$ cat src/rtl/bds_pkg.sv
package bds_pkg;

  typedef enum logic [2:0] {
    EN_IDLE,
    EN_FETCH,
    EN_LAST,
    EN_CHECK,
    EN_XFER,
    EN_HALT
  } eng_state_t;

  localparam logic [2:0] RA_CTL  = 3'd0;
  localparam logic [2:0] RA_STS  = 3'd1;
  localparam logic [2:0] RA_POS  = 3'd2;
  localparam logic [2:0] RA_CBL  = 3'd3;
  localparam logic [2:0] RA_LVI  = 3'd4;
  localparam logic [2:0] RA_BASE = 3'd5;

  localparam int CB_SRST = 0;
  localparam int CB_RUN  = 1;
  localparam int IB_LO   = 2;
  localparam int IB_HI   = 4;
  localparam int SB_FRDY = 5;
  localparam int TAG_LO  = 20;
  localparam int TAG_W   = 4;

endpackage

$ cat src/rtl/bds_regs.sv
module bds_regs
  import bds_pkg::*;
#(
  parameter int LEN_W   = 32,
  parameter int IDX_W   = 8,
  parameter int DESC_AW = 10
) (
  input  logic               clk,
  input  logic               rst,
  input  logic               wr,
  input  logic [2:0]         addr,
  input  logic [31:0]        wdata,
  output logic [31:0]        rdata,
  input  logic [LEN_W-1:0]   pos,
  input  logic               fifo_ready,
  input  logic               fifo_err,
  input  logic               ioc_set,
  input  logic               derr_set,
  output logic               srst,
  output logic               run,
  output logic [TAG_W-1:0]   tag,
  output logic [LEN_W-1:0]   cbl,
  output logic [IDX_W-1:0]   lvi,
  output logic [DESC_AW-1:0] base,
  output logic               irq
);

  localparam int NFLG = IB_HI - IB_LO + 1;

  logic               srst_q, run_q, irq_q;
  logic [NFLG-1:0]    en_q, sts_q, clr;
  logic [TAG_W-1:0]   tag_q;
  logic [LEN_W-1:0]   cbl_q;
  logic [IDX_W-1:0]   lvi_q;
  logic [DESC_AW-1:0] base_q;
  logic [31:0]        rdata_q, rd_mux;

  always_comb begin
    clr = (wr && addr == RA_STS) ? wdata[IB_HI:IB_LO] : '0;
  end

  always_comb begin
    rd_mux = '0;
    unique case (addr)
      RA_CTL: begin
        rd_mux[CB_SRST]                 = srst_q;
        rd_mux[CB_RUN]                  = run_q;
        rd_mux[IB_HI:IB_LO]             = en_q;
        rd_mux[TAG_LO+TAG_W-1:TAG_LO]   = tag_q;
      end
      RA_STS: begin
        rd_mux[IB_HI:IB_LO] = sts_q;
        rd_mux[SB_FRDY]     = fifo_ready & ~srst_q;
      end
      RA_POS:  rd_mux = 32'(pos);
      RA_CBL:  rd_mux = 32'(cbl_q);
      RA_LVI:  rd_mux = 32'(lvi_q);
      RA_BASE: rd_mux = 32'(base_q);
      default: rd_mux = '0;
    endcase
  end

  always_ff @(posedge clk) begin
    if (rst) begin
      srst_q  <= 1'b0;
      run_q   <= 1'b0;
      en_q    <= '0;
      tag_q   <= '0;
      cbl_q   <= '0;
      lvi_q   <= '0;
      base_q  <= '0;
      sts_q   <= '0;
      irq_q   <= 1'b0;
      rdata_q <= '0;
    end else begin
      if (wr && addr == RA_CTL) begin
        srst_q <= wdata[CB_SRST];
        run_q  <= wdata[CB_RUN];
        en_q   <= wdata[IB_HI:IB_LO];
        tag_q  <= wdata[TAG_LO+TAG_W-1:TAG_LO];
      end
      if (wr && addr == RA_CBL)  cbl_q  <= LEN_W'(wdata);
      if (wr && addr == RA_LVI)  lvi_q  <= IDX_W'(wdata);
      if (wr && addr == RA_BASE) base_q <= DESC_AW'(wdata);
      if (srst_q) sts_q <= '0;
      else        sts_q <= (sts_q & ~clr) | {derr_set, fifo_err, ioc_set};
      irq_q   <= |(sts_q & en_q);
      rdata_q <= rd_mux;
    end
  end

  assign srst  = srst_q;
  assign run   = run_q;
  assign tag   = tag_q;
  assign cbl   = cbl_q;
  assign lvi   = lvi_q;
  assign base  = base_q;
  assign irq   = irq_q;
  assign rdata = rdata_q;

  // flags stay cleared through stream reset
  a_r2_sts_cleared: assert property (@(posedge clk) disable iff (rst)
    srst_q |=> (sts_q == '0));
  // no flag pending means no interrupt on the next cycle
  a_r12_irq_quiet: assert property (@(posedge clk) disable iff (rst)
    (sts_q == '0) |=> !irq_q);
  // a completion event is never lost to a same-cycle clear
  a_r7_ioc_sets: assert property (@(posedge clk) disable iff (rst)
    (ioc_set && !srst_q) |=> sts_q[0]);

endmodule

$ cat src/rtl/bds_pos.sv
module bds_pos #(
  parameter int LEN_W  = 32,
  parameter int BEAT_W = 7
) (
  input  logic              clk,
  input  logic              rst,
  input  logic              srst,
  input  logic [LEN_W-1:0]  cbl,
  input  logic              adv,
  input  logic [BEAT_W-1:0] adv_bytes,
  output logic [LEN_W-1:0]  pos
);

  logic [LEN_W-1:0] pos_q;
  logic [LEN_W:0]   sum;

  always_comb begin
    sum = {1'b0, pos_q} + (LEN_W+1)'(adv_bytes);
  end

  always_ff @(posedge clk) begin
    if (rst || srst) begin
      pos_q <= '0;
    end else if (adv) begin
      if (sum >= {1'b0, cbl}) pos_q <= LEN_W'(sum - {1'b0, cbl});
      else                    pos_q <= LEN_W'(sum);
    end
  end

  assign pos = pos_q;

  // position is zero after a cycle of stream reset
  a_r2_pos_zero: assert property (@(posedge clk) disable iff (rst)
    srst |=> (pos_q == '0));
  // an in-range position stays in range across an accepted beat
  a_r6_in_range: assert property (@(posedge clk) disable iff (rst || srst)
    (adv && pos_q < cbl && (LEN_W+1)'(adv_bytes) <= {1'b0, cbl}) |=> (pos_q < $past(cbl)));

endmodule

$ cat src/rtl/bds_engine.sv
module bds_engine
  import bds_pkg::*;
#(
  parameter int LEN_W      = 32,
  parameter int IDX_W      = 8,
  parameter int DESC_AW    = 10,
  parameter int BEAT_BYTES = 64,
  parameter int BEAT_W     = 7
) (
  input  logic               clk,
  input  logic               rst,
  input  logic               srst,
  input  logic               run,
  input  logic [IDX_W-1:0]   lvi,
  input  logic [DESC_AW-1:0] base,
  output logic               desc_rd,
  output logic [DESC_AW-1:0] desc_addr,
  input  logic [31:0]        desc_rdata,
  output logic               xfer_valid,
  output logic [63:0]        xfer_addr,
  output logic [BEAT_W-1:0]  xfer_bytes,
  input  logic               xfer_ready,
  output logic               adv,
  output logic               ioc_set,
  output logic               derr_set
);

  localparam logic [LEN_W-1:0] BEAT_L = LEN_W'(BEAT_BYTES);

  eng_state_t       st_q;
  logic [IDX_W-1:0] idx_q, idx_nxt;
  logic [1:0]       fcnt_q, rd_word_q;
  logic             rd_pend_q;
  logic [31:0]      f_lo_q, f_hi_q, f_len_q, f_flg_q;
  logic [LEN_W-1:0] rem_q, chunk;
  logic [63:0]      xaddr_q;
  logic             beat_fire, beat_last;

  always_comb begin
    chunk     = (rem_q < BEAT_L) ? rem_q : BEAT_L;
    beat_last = (rem_q <= BEAT_L);
    beat_fire = (st_q == EN_XFER) && xfer_ready;
    idx_nxt   = (idx_q == lvi) ? '0 : idx_q + 1'b1;
  end

  assign desc_rd    = (st_q == EN_FETCH);
  assign desc_addr  = base + (DESC_AW'(idx_q) << 2) + DESC_AW'(fcnt_q);
  assign xfer_valid = (st_q == EN_XFER);
  assign xfer_addr  = xaddr_q;
  assign xfer_bytes = BEAT_W'(chunk);
  assign adv        = beat_fire;
  assign ioc_set    = beat_fire && beat_last && f_flg_q[0];
  assign derr_set   = (st_q == EN_CHECK) && (f_len_q == '0);

  always_ff @(posedge clk) begin
    if (rst || srst) begin
      st_q      <= EN_IDLE;
      idx_q     <= '0;
      fcnt_q    <= '0;
      rd_word_q <= '0;
      rd_pend_q <= 1'b0;
      f_lo_q    <= '0;
      f_hi_q    <= '0;
      f_len_q   <= '0;
      f_flg_q   <= '0;
      rem_q     <= '0;
      xaddr_q   <= '0;
    end else begin
      rd_pend_q <= (st_q == EN_FETCH);
      rd_word_q <= fcnt_q;
      if (rd_pend_q) begin
        unique case (rd_word_q)
          2'd0:    f_lo_q  <= desc_rdata;
          2'd1:    f_hi_q  <= desc_rdata;
          2'd2:    f_len_q <= desc_rdata;
          default: f_flg_q <= desc_rdata;
        endcase
      end
      unique case (st_q)
        EN_IDLE: begin
          if (run) begin
            st_q   <= EN_FETCH;
            fcnt_q <= '0;
          end
        end
        EN_FETCH: begin
          fcnt_q <= fcnt_q + 1'b1;
          if (fcnt_q == 2'd3) st_q <= EN_LAST;
        end
        EN_LAST:  st_q <= EN_CHECK;
        EN_CHECK: begin
          if (f_len_q == '0) begin
            st_q <= EN_HALT;
          end else begin
            rem_q   <= LEN_W'(f_len_q);
            xaddr_q <= {f_hi_q, f_lo_q};
            st_q    <= EN_XFER;
          end
        end
        EN_XFER: begin
          if (beat_fire) begin
            rem_q   <= rem_q - chunk;
            xaddr_q <= xaddr_q + 64'(chunk);
            if (beat_last) begin
              idx_q <= idx_nxt;
              st_q  <= run ? EN_FETCH : EN_IDLE;
            end
          end
        end
        EN_HALT: if (!run) st_q <= EN_IDLE;
        default: st_q <= EN_IDLE;
      endcase
    end
  end

  // every offered beat carries between one and BEAT_BYTES bytes
  a_r4_beat_size: assert property (@(posedge clk) disable iff (rst)
    xfer_valid |-> (xfer_bytes != '0 && xfer_bytes <= BEAT_W'(BEAT_BYTES)));
  // a stalled beat keeps its address and size
  a_r4_beat_hold: assert property (@(posedge clk) disable iff (rst || srst)
    (xfer_valid && !xfer_ready) |=> (xfer_valid && $stable(xfer_addr) && $stable(xfer_bytes)));
  // a zero-length descriptor is followed by no beat
  a_r8_halt: assert property (@(posedge clk) disable iff (rst || srst)
    derr_set |=> !xfer_valid);

endmodule

$ cat src/rtl/bdl_stream_seq.sv
module bdl_stream_seq
  import bds_pkg::*;
#(
  parameter int LEN_W      = 32,
  parameter int IDX_W      = 8,
  parameter int DESC_AW    = 10,
  parameter int BEAT_BYTES = 64,
  localparam int BEAT_W    = $clog2(BEAT_BYTES + 1)
) (
  input  logic               clk,
  input  logic               rst,
  input  logic               reg_wr,
  input  logic [2:0]         reg_addr,
  input  logic [31:0]        reg_wdata,
  output logic [31:0]        reg_rdata,
  output logic               desc_rd,
  output logic [DESC_AW-1:0] desc_addr,
  input  logic [31:0]        desc_rdata,
  output logic               xfer_valid,
  output logic [63:0]        xfer_addr,
  output logic [BEAT_W-1:0]  xfer_bytes,
  input  logic               xfer_ready,
  output logic [3:0]         xfer_tag,
  input  logic               fifo_ready,
  input  logic               fifo_err,
  output logic               irq
);

  logic               srst, run, adv, ioc_set, derr_set;
  logic [TAG_W-1:0]   tag;
  logic [LEN_W-1:0]   cbl, pos;
  logic [IDX_W-1:0]   lvi;
  logic [DESC_AW-1:0] base;

  bds_regs #(.LEN_W(LEN_W), .IDX_W(IDX_W), .DESC_AW(DESC_AW)) u_regs (
    .clk(clk), .rst(rst), .wr(reg_wr), .addr(reg_addr), .wdata(reg_wdata),
    .rdata(reg_rdata), .pos(pos), .fifo_ready(fifo_ready), .fifo_err(fifo_err),
    .ioc_set(ioc_set), .derr_set(derr_set), .srst(srst), .run(run), .tag(tag),
    .cbl(cbl), .lvi(lvi), .base(base), .irq(irq)
  );

  bds_engine #(.LEN_W(LEN_W), .IDX_W(IDX_W), .DESC_AW(DESC_AW),
               .BEAT_BYTES(BEAT_BYTES), .BEAT_W(BEAT_W)) u_engine (
    .clk(clk), .rst(rst), .srst(srst), .run(run), .lvi(lvi), .base(base),
    .desc_rd(desc_rd), .desc_addr(desc_addr), .desc_rdata(desc_rdata),
    .xfer_valid(xfer_valid), .xfer_addr(xfer_addr), .xfer_bytes(xfer_bytes),
    .xfer_ready(xfer_ready), .adv(adv), .ioc_set(ioc_set), .derr_set(derr_set)
  );

  bds_pos #(.LEN_W(LEN_W), .BEAT_W(BEAT_W)) u_pos (
    .clk(clk), .rst(rst), .srst(srst), .cbl(cbl), .adv(adv),
    .adv_bytes(xfer_bytes), .pos(pos)
  );

  assign xfer_tag = tag;

endmodule

$ cat config.mk
export PLATFORM = sky130hd
export DESIGN_NAME = bdl_stream_seq
export DESIGN_NICKNAME = d
export VERILOG_FILES = /design/src/rtl/bds_pkg.sv /design/src/rtl/bds_regs.sv /design/src/rtl/bds_pos.sv /design/src/rtl/bds_engine.sv /design/src/rtl/bdl_stream_seq.sv
export SDC_FILE = /design/constraint.sdc
export NUM_CORES = 1
export LEC_CHECK = 0
export ABC_CLOCK_PERIOD_IN_PS = 13300
export BUFFER_PORTS_ARGS = -buffer_cell sky130_fd_sc_hd__buf_4
export CELL_PAD_IN_SITES_DETAIL_PLACEMENT = 0
export CELL_PAD_IN_SITES_GLOBAL_PLACEMENT = 1
export CORE_MARGIN = 2
export CORE_UTILIZATION = 45
export CTS_BUF_LIST = sky130_fd_sc_hd__clkbuf_4 sky130_fd_sc_hd__clkbuf_8 sky130_fd_sc_hd__clkbuf_16
export CTS_CLUSTER_SIZE = 20
export DETAILED_ROUTE_END_ITERATION = 6
export GPL_TIMING_DRIVEN = 0
export MAX_ROUTING_LAYER = met4
export PLACE_DENSITY_LB_ADDON = 0.1
export SYNTH_ARGS = -nofsm -noshare
export SYNTH_HDL_FRONTEND = slang
export SYNTH_HIERARCHICAL = 1
export SYNTH_SLANG_ARGS = --single-unit
$ cat constraint.sdc
create_clock -name clk -period 13.3 [get_ports clk]
set_input_delay 0.665 -clock clk [delete_from_list [all_inputs] [get_ports clk]]
set_output_delay 0.665 -clock clk [all_outputs]
set_load 0.01 [all_outputs]
==> run_results.csv, run 1 <==
group,metric,value,unit
power,swShare,0.2668,
critical_path,arrival,7.60,ns
global_routing,grt_pass1_wl,122400,um
clock_tree,postCtsSetupBuffers,0,
route,num_vias,21130,
clock_tree,clkSinkCount,336,
global_routing,antenna_found_initial,0,
hold_path,hp-class,"input port to flop",
sta,fmax,139.6,MHz
route,wl,82330,um
global_routing,grt_overflow,0,
layout,layout-drive-gt1-share,0.1310,
yosys,ys_seq_area_frac,0.3343,
yosys,ys_ff_latch,336,
outcome,status,"finished, violations left",
yosys,syn_inst,2634,
floorplan,num_rows,77,
power,power_frac_seq,0.414,
critical_path,setup.worst_path.end_class,"flop",
global_routing,grt_pass1_vias,20020,
flow_run,max_cap_violations,1,
layout,multi_input_area,12430,um2
global_routing,use_met1,0.4176,
clock_tree,path_clk_slew,0.06,ns
sta,setup_viol,0,
floorplan,core,44220,um2
sta,fin_ws,6.136,ns
power,p_sw,0.6564,mW
yosys,ys_types,105,
sta,skew,0.02295,ns
sta,grt_setup_unrepaired,"false",
critical_path,r2r-start,"u_engine/rem_q[16]",
floorplan,start_util,0.4550,
power,p_int,1.804,mW
route,first_iter_violations,2073,
global_routing,grt_max_degree,16,
critical_path,crit_required,13.74,ns
yosys,yosys_warnings,6,
clock_tree,postCtsHoldBufs,0,
hold_path,hp-start,"reg_wdata[4]",
sta,drv_slew,0,
sta,fin_tns_setup,0,ns
layout,fin_area,23800,um2
critical_path,crit_type,"flop to flop",
sta,period_share,0.5386,
layout,ff_latch_area,6726,um2
global_routing,busiest_layer,"met2",
global_routing,grt.met2_usage,0.5741,
placement,place_hpwl,62820,um
yosys,yosysTopAreaCell,"dfxtp_1",
layout,num-nets-final,3051,
placement,gp_congestion,1.027,
sta,fin_crit,7.164,ns
layout,diodes,0,
floorplan,die_y,215.5,um
floorplan,io_pins,193,
critical_path,startpoint_type,"flop",
route,ant_nets,0,
placement,placed_area,22380,um2
placement,pre_cts_slack,6.218,ns
yosys,synth.cell_area,20120,um2
yosys,yosys.area.top_type_share,0.3343,
sta,worst_pin_slew,1.493,ns
yosys,synthTopCellsByArea,"dfxtp_1 33%, nand2_1 9.5%, a21oi_1 7.7%",
clock_tree,cts_max_path_buffers,3,
power,p_per_area,103.4,nW/um2
placement,numPortBuffers,190,
clock_tree,clkLatencyLatePin,0.59,ns
clock_tree,cts_tree,"done",
route,routedWlPerCell,23.42,um
route,viasPerCell,6.012,
layout,syn_to_final_growth,18.26,%
route,dr.pass1.iters,6,
sta,maxSlewHeadroom,0.004654,
yosys,syn_avg_cell_area,7.639,um2
power,p_leak,9.304,nW
power,power_frac_clock,0.484,
clock_tree,root_buffer,"clkbuf_16",
yosys,synth-main-ff-cell,"dfxtp_1",
yosys,synth_edf_count,0,
critical_path,crit_path_start,"u_engine/rem_q[16]",
sta,hold_violations,0,
critical_path,path_max_fanout,10,
floorplan,dieArea,46420,um2
route,drc,0,
clock_tree,htreeDepth,2,
global_routing,grtUsageTotal,0.3543,
layout,final_cells,3515,
clock_tree,postCtsResizedCells,0,
global_routing,grt_use_met3,0.05144,
layout,fill_cells,4310,
power,total_power,2.460,mW
power,peakVddDrop,0.09078,mV
placement,placed_cells_incl_taps,3440,
yosys,async_flop_share,0,
outcome,violations,"max-capacitance violations",
clock_tree,cts_made_buffers,41,
power,combPwrFrac,0.103,
floorplan,die_w,215.5,um
-- power by group through the flow --
stage          sequential [mW]  combinational [mW]  clock [mW]
6_report                  1.02               0.252        1.19
5_1_grt                   1.02               0.267        1.24
4_1_cts                   1.02               0.247        1.20
3_5_place_dp              1.04               0.246           0
3_3_place_gp              1.04               0.245           0
2_1_floorplan             1.04               0.151           0
-- critical path: stages, from the launching register on --
cell and delay (ns):
dfxtp_1 0.38, nor4_1 0.81, and4b_1 0.34, and3_1 0.21, clkbuf_1 0.34, and2_1 0.32, ha_1 0.26, fa_1 0.26
a211oi_1 0.11, o21ai_0 0.39, nor2b_1 0.35, nand3_1 0.20, nor3_1 0.34, xor2_1 0.14, ha_1 0.29, clkbuf_1 0.24
nand4_1 0.16, or3_1 0.33, o22ai_1 0.27, o21ai_0 0.27, o41ai_1 0.58, mux2i_1 0.32, a31oi_1 0.11
-- flip-flops by register name, indices dropped and copies added, names as in the netlist, 10 cells and up --
register	cells
u_engine/f_len_q	32
u_engine/xfer_addr	64
u_regs/rdata	32
u_engine/f_lo_q	32
u_regs/cbl	32
u_engine/f_hi_q	32
u_engine/rem_q	32
u_regs/base	10
u_pos/pos	32
-- cell families (layout without fill, tap and decap cells) --
logic type	after synthesis	after routing	synth area share
adders and majority gates	87	87	0.05559
DFF	336	336	0.3343
xor gates and xnor gates	96	96	0.04179
buffers and inverters	239	504	0.05267
other	2	26	0.0003732
and+or+nand+nor	1044	1044	0.2430
AOI/OAI and AO/OA	764	764	0.2387
muxes	66	66	0.03364
-- synth_stat cells (all sizes together) (6+ instances only) --
master / count
mux2: 13
a31o: 6
o21bai: 6
and4: 11
o31ai: 16
or3: 13
nand4: 29
o21ai: 144
dfxtp: 336
nor3: 55
nor2: 177
nand3b: 7
nor4: 34
o221ai: 7
o21a: 15
a21o: 29
clkbuf: 116
a211oi: 24
or2: 12
inv: 73
buf: 49
o211ai: 25
a311oi: 28
a21oi: 309
nand2b: 8
nor3b: 9
or4: 8
and3: 36
xor2: 40
and2: 27
a31oi: 50
o22ai: 15
a221oi: 7
ha: 83
and4b: 6
mux2i: 53
nand2: 518
xnor2: 56
nor2b: 12
a22oi: 20
nand3: 60
-- cell usage in the layout, fill, tap and decap left out, drive strengths merged, types with 36 or more instances in the layout --
cell type,Yosys,routed
dfxtp,336,336
a31oi,50,50
inv,73,74
ha,83,83
xnor2,56,56
xor2,40,40
mux2i,53,53
o21ai,144,144
and3,36,36
nand3,60,60
clkbuf,116,172
nand2,518,518
nor3,55,55
a21oi,309,309
buf,49,239
nor2,177,177
-- through the flow --
step                hold WS [ns]    util
detailed placement        0.4438  0.5061
global placement          0.4386  0.5061
finish                    0.3387  0.5381
floorplan                 0.4300       -
CTS                       0.3179  0.5381
global route              0.3169  0.5381
-- final timing paths --
path,slack (ns),cells past startpoint,endpoint
worst min-delay path,0.34,2,u_regs/sts_q[2]
worst max register to register,6.14,22,u_pos/pos[30]
worst max-delay path,6.14,22,u_pos/pos[30]
worst min register to register,0.45,2,u_engine/f_lo_q[22]
-- routing by layer --
layer	vias to the layer above	routed length, um
met2	1000	38120
li1	9919	-
met3	279	5793
met4	0	5508
met5	-	0
met1	9934	32900
-- area by class of cell --
cell class / count / share of cell area
buffer: 165 / 0.03286
inverter: 74 / 0.01167
timing repair buffer: 190 / 0.05994
multi-input combinational: 2083 / 0.5222
sequential: 336 / 0.2827
clock inverter: 19 / 0.01010
clock buffer: 56 / 0.04943
tap: 592 / 0.03113
Note: power is estimated with default switching activity, not from simulation.
==> run 2: changes to the inputs <==
ABC_CLOCK_PERIOD_IN_PS = 6500   (was 13300)
CORE_UTILIZATION = 40   (was 45)
clock period = 6.5 ns   (was 13.3 ns; I/O delays follow)
==> run 2 against run 1 <==
The flow still finishes with violations (max-capacitance violations). Cell area rose by 2.3%. Clock skew rose by 0.0072 ns. Register-to-register slack got worse by 5.8 ns. First-iteration DRC count fell by 15%.
==> run_results.csv, run 2 (synthesized netlist as in run 1, its figures left out) <==
group,metric,value,unit
outcome,status,"finished, violations left",
outcome,violations,"max-capacitance violations",
layout,layout_common_cells,"509 x nand2_1, 336 x dfxtp_1, 309 x a21oi_1, 201 x buf_4, 171 x nor2_1",
critical_path,setup.worst_path.end_class,"flop",
layout,fin_area,24330,um2
power,p_per_area,211.5,nW/um2
global_routing,antenna_found_initial,0,
hold_path,hp-class,"input port to flop",
layout,final_common_cell,"nand2_1",
layout,final_cells,3623,
sta,setup_viol,0,
sta,period_share,0.9468,
layout,multi_input_area,12520,um2
clock_tree,cts_max_path_buffers,3,
global_routing,grtUsageTotal,0.3250,
floorplan,dieArea,52110,um2
clock_tree,cts_made_buffers,41,
critical_path,path_cells,"buf_6 > or4_4 > nor3_4 > and3_1 > buf_2 > and2_1 > ha_1 > o21a_1 > nor2_1 > and3b_2 > and4_1 > xnor2_1 > ha_1 > clkbuf_2 > nand4_4 > or4_4 > o21a_1 > o32ai_2 > a211o_2 > buf_6 > mux2i_1 > mux2i_1 > and2_1",
critical_path,path_max_fanout,10,
layout,fill_cells,5075,
clock_tree,clkLatencyLatePin,0.59,ns
route,drc,0,
sta,fin_crit,6.154,ns
floorplan,core,49860,um2
critical_path,startpoint_type,"flop",
placement,placed_cells_incl_taps,3520,
power,power_frac_seq,0.405,
global_routing,grt_pass1_wl,126300,um
clock_tree,htreeDepth,2,
sta,hold_ws,0.01870,ns
route,routedWlPerCell,23.35,um
floorplan,num_rows,82,
route,wl,84610,um
power,total_power,5.145,mW
sta,drv_slew,0,
critical_path,crit_path_max_incr_delay,0.59,ns
power,peakVddDrop,0.1490,mV
critical_path,crit_required,6.96,ns
critical_path,crit_type,"flop to flop",
sta,grt_setup_unrepaired,"false",
placement,gp_congestion,0.9845,
power,power_frac_clock,0.489,
route,dr.pass1.iters,6,
sta,skew,0.03014,ns
clock_tree,clkSinkCount,336,
route,ant_nets,0,
global_routing,grt_max_degree,16,
power,p_sw,1.347,mW
power,p_leak,9.517,nW
critical_path,r2r_slack,0.35,ns
floorplan,start_util,0.4035,
sta,worst_pin_slew,1.494,ns
critical_path,critPathSlowestCell,"or4_4",
layout,num-nets-final,3081,
clock_tree,cts_tree,"done",
global_routing,grt_pass1_vias,20170,
layout,syn_to_final_growth,20.93,%
critical_path,arrival,6.61,ns
flow_run,max_cap_violations,1,
placement,placed_area,22480,um2
route,num_vias,21090,
power,combPwrFrac,0.106,
sta,hold_violations,0,
floorplan,io_pins,193,
placement,numPortBuffers,190,
layout,layout-drive-gt1-share,0.1372,
clock_tree,path_clk_slew,0.07,ns
placement,place_hpwl,64390,um
layout,ff_latch_area,6726,um2
route,first_iter_violations,1767,
clock_tree,root_buffer,"clkbuf_16",
layout,diodes,0,
layout,largest_reg_flops,64,
sta,fmax,162.5,MHz
floorplan,die_y,228.3,um
floorplan,die_w,228.3,um
power,swShare,0.2618,
sta,maxSlewHeadroom,0.003982,
power,p_int,3.798,mW
global_routing,grt_overflow,0,
route,viasPerCell,5.820,
==> run 2: final cells by class <==
type	instances	area share
sequential	336	0.2764
clock buffer	54	0.04875
inverter	74	0.01142
multi-input combinational	2083	0.5144
tap	672	0.03455
buffer	164	0.03229
timing repair buffer	221	0.07147
clock inverter	19	0.01070
==> run 2: path summary, 6_finish.rpt <==
path                                     startpoint                   to  depth (start not counted)
worst max register to register    u_engine/rem_q[8]         u_pos/pos[2]                         23
worst min register to register  u_engine/f_lo_q[22]  u_engine/f_lo_q[22]                          2
worst max-delay path              u_engine/rem_q[8]         u_pos/pos[2]                         23
worst min-delay path                  desc_rdata[5]  u_engine/f_len_q[5]                          3
==> run 2: through the flow <==
step                      setup slack [ns]    util  setup TNS, ns
after floorplan                     0.9818       -              0
after global placement             -0.6937  0.4508         -18.46
after detailed placement           -0.7336  0.4508         -19.91
after CTS                          0.01756  0.4859              0
after global routing               0.01478  0.4880              0
final                               0.3460  0.4880              0
==> run 2: timing repair <==
action | 4_1_cts | 5_1_grt
hold buffers | 27 | 0
endpoints found under the setup margin | 32 | 32
hold endpoints to repair | 30 | 0
setup buffers | 0 | 4
resized for setup | 9 | 22
pin swaps | 1 | 3
==> run 2: power by group through the flow <==
stage | Combinational [mW] | Clock (mW) | Sequential, mW
2_1_floorplan | 0.308 | 0 | 2.13
3_3_place_gp | 0.506 | 0 | 2.13
3_5_place_dp | 0.508 | 0 | 2.13
4_1_cts | 0.524 | 2.54 | 2.08
5_1_grt | 0.579 | 2.63 | 2.09
6_report | 0.545 | 2.52 | 2.08
==> run 2: metal layers <==
layer / vias up / track usage / wire [um]
met5: - / - / 0
li1: 9984 / - / -
met1: 9969 / 0.3912 / 34870
met2: 880 / 0.5259 / 38980
met3: 252 / 0.03988 / 4964
met4: 0 / 0.1857 / 5788
==> run 2: worst max-delay path: cells and delay by family (launching register included) <==
kind	cells	cell delay [ns]
buffers and inverters	4	0.73
AOI/OAI and AO/OA	4	0.74
and+or+nand+nor	10	3.10
DFF	1	0.31
muxes	2	0.37
xor gates and xnor gates	1	0.14
adders and majority gates	2	0.62
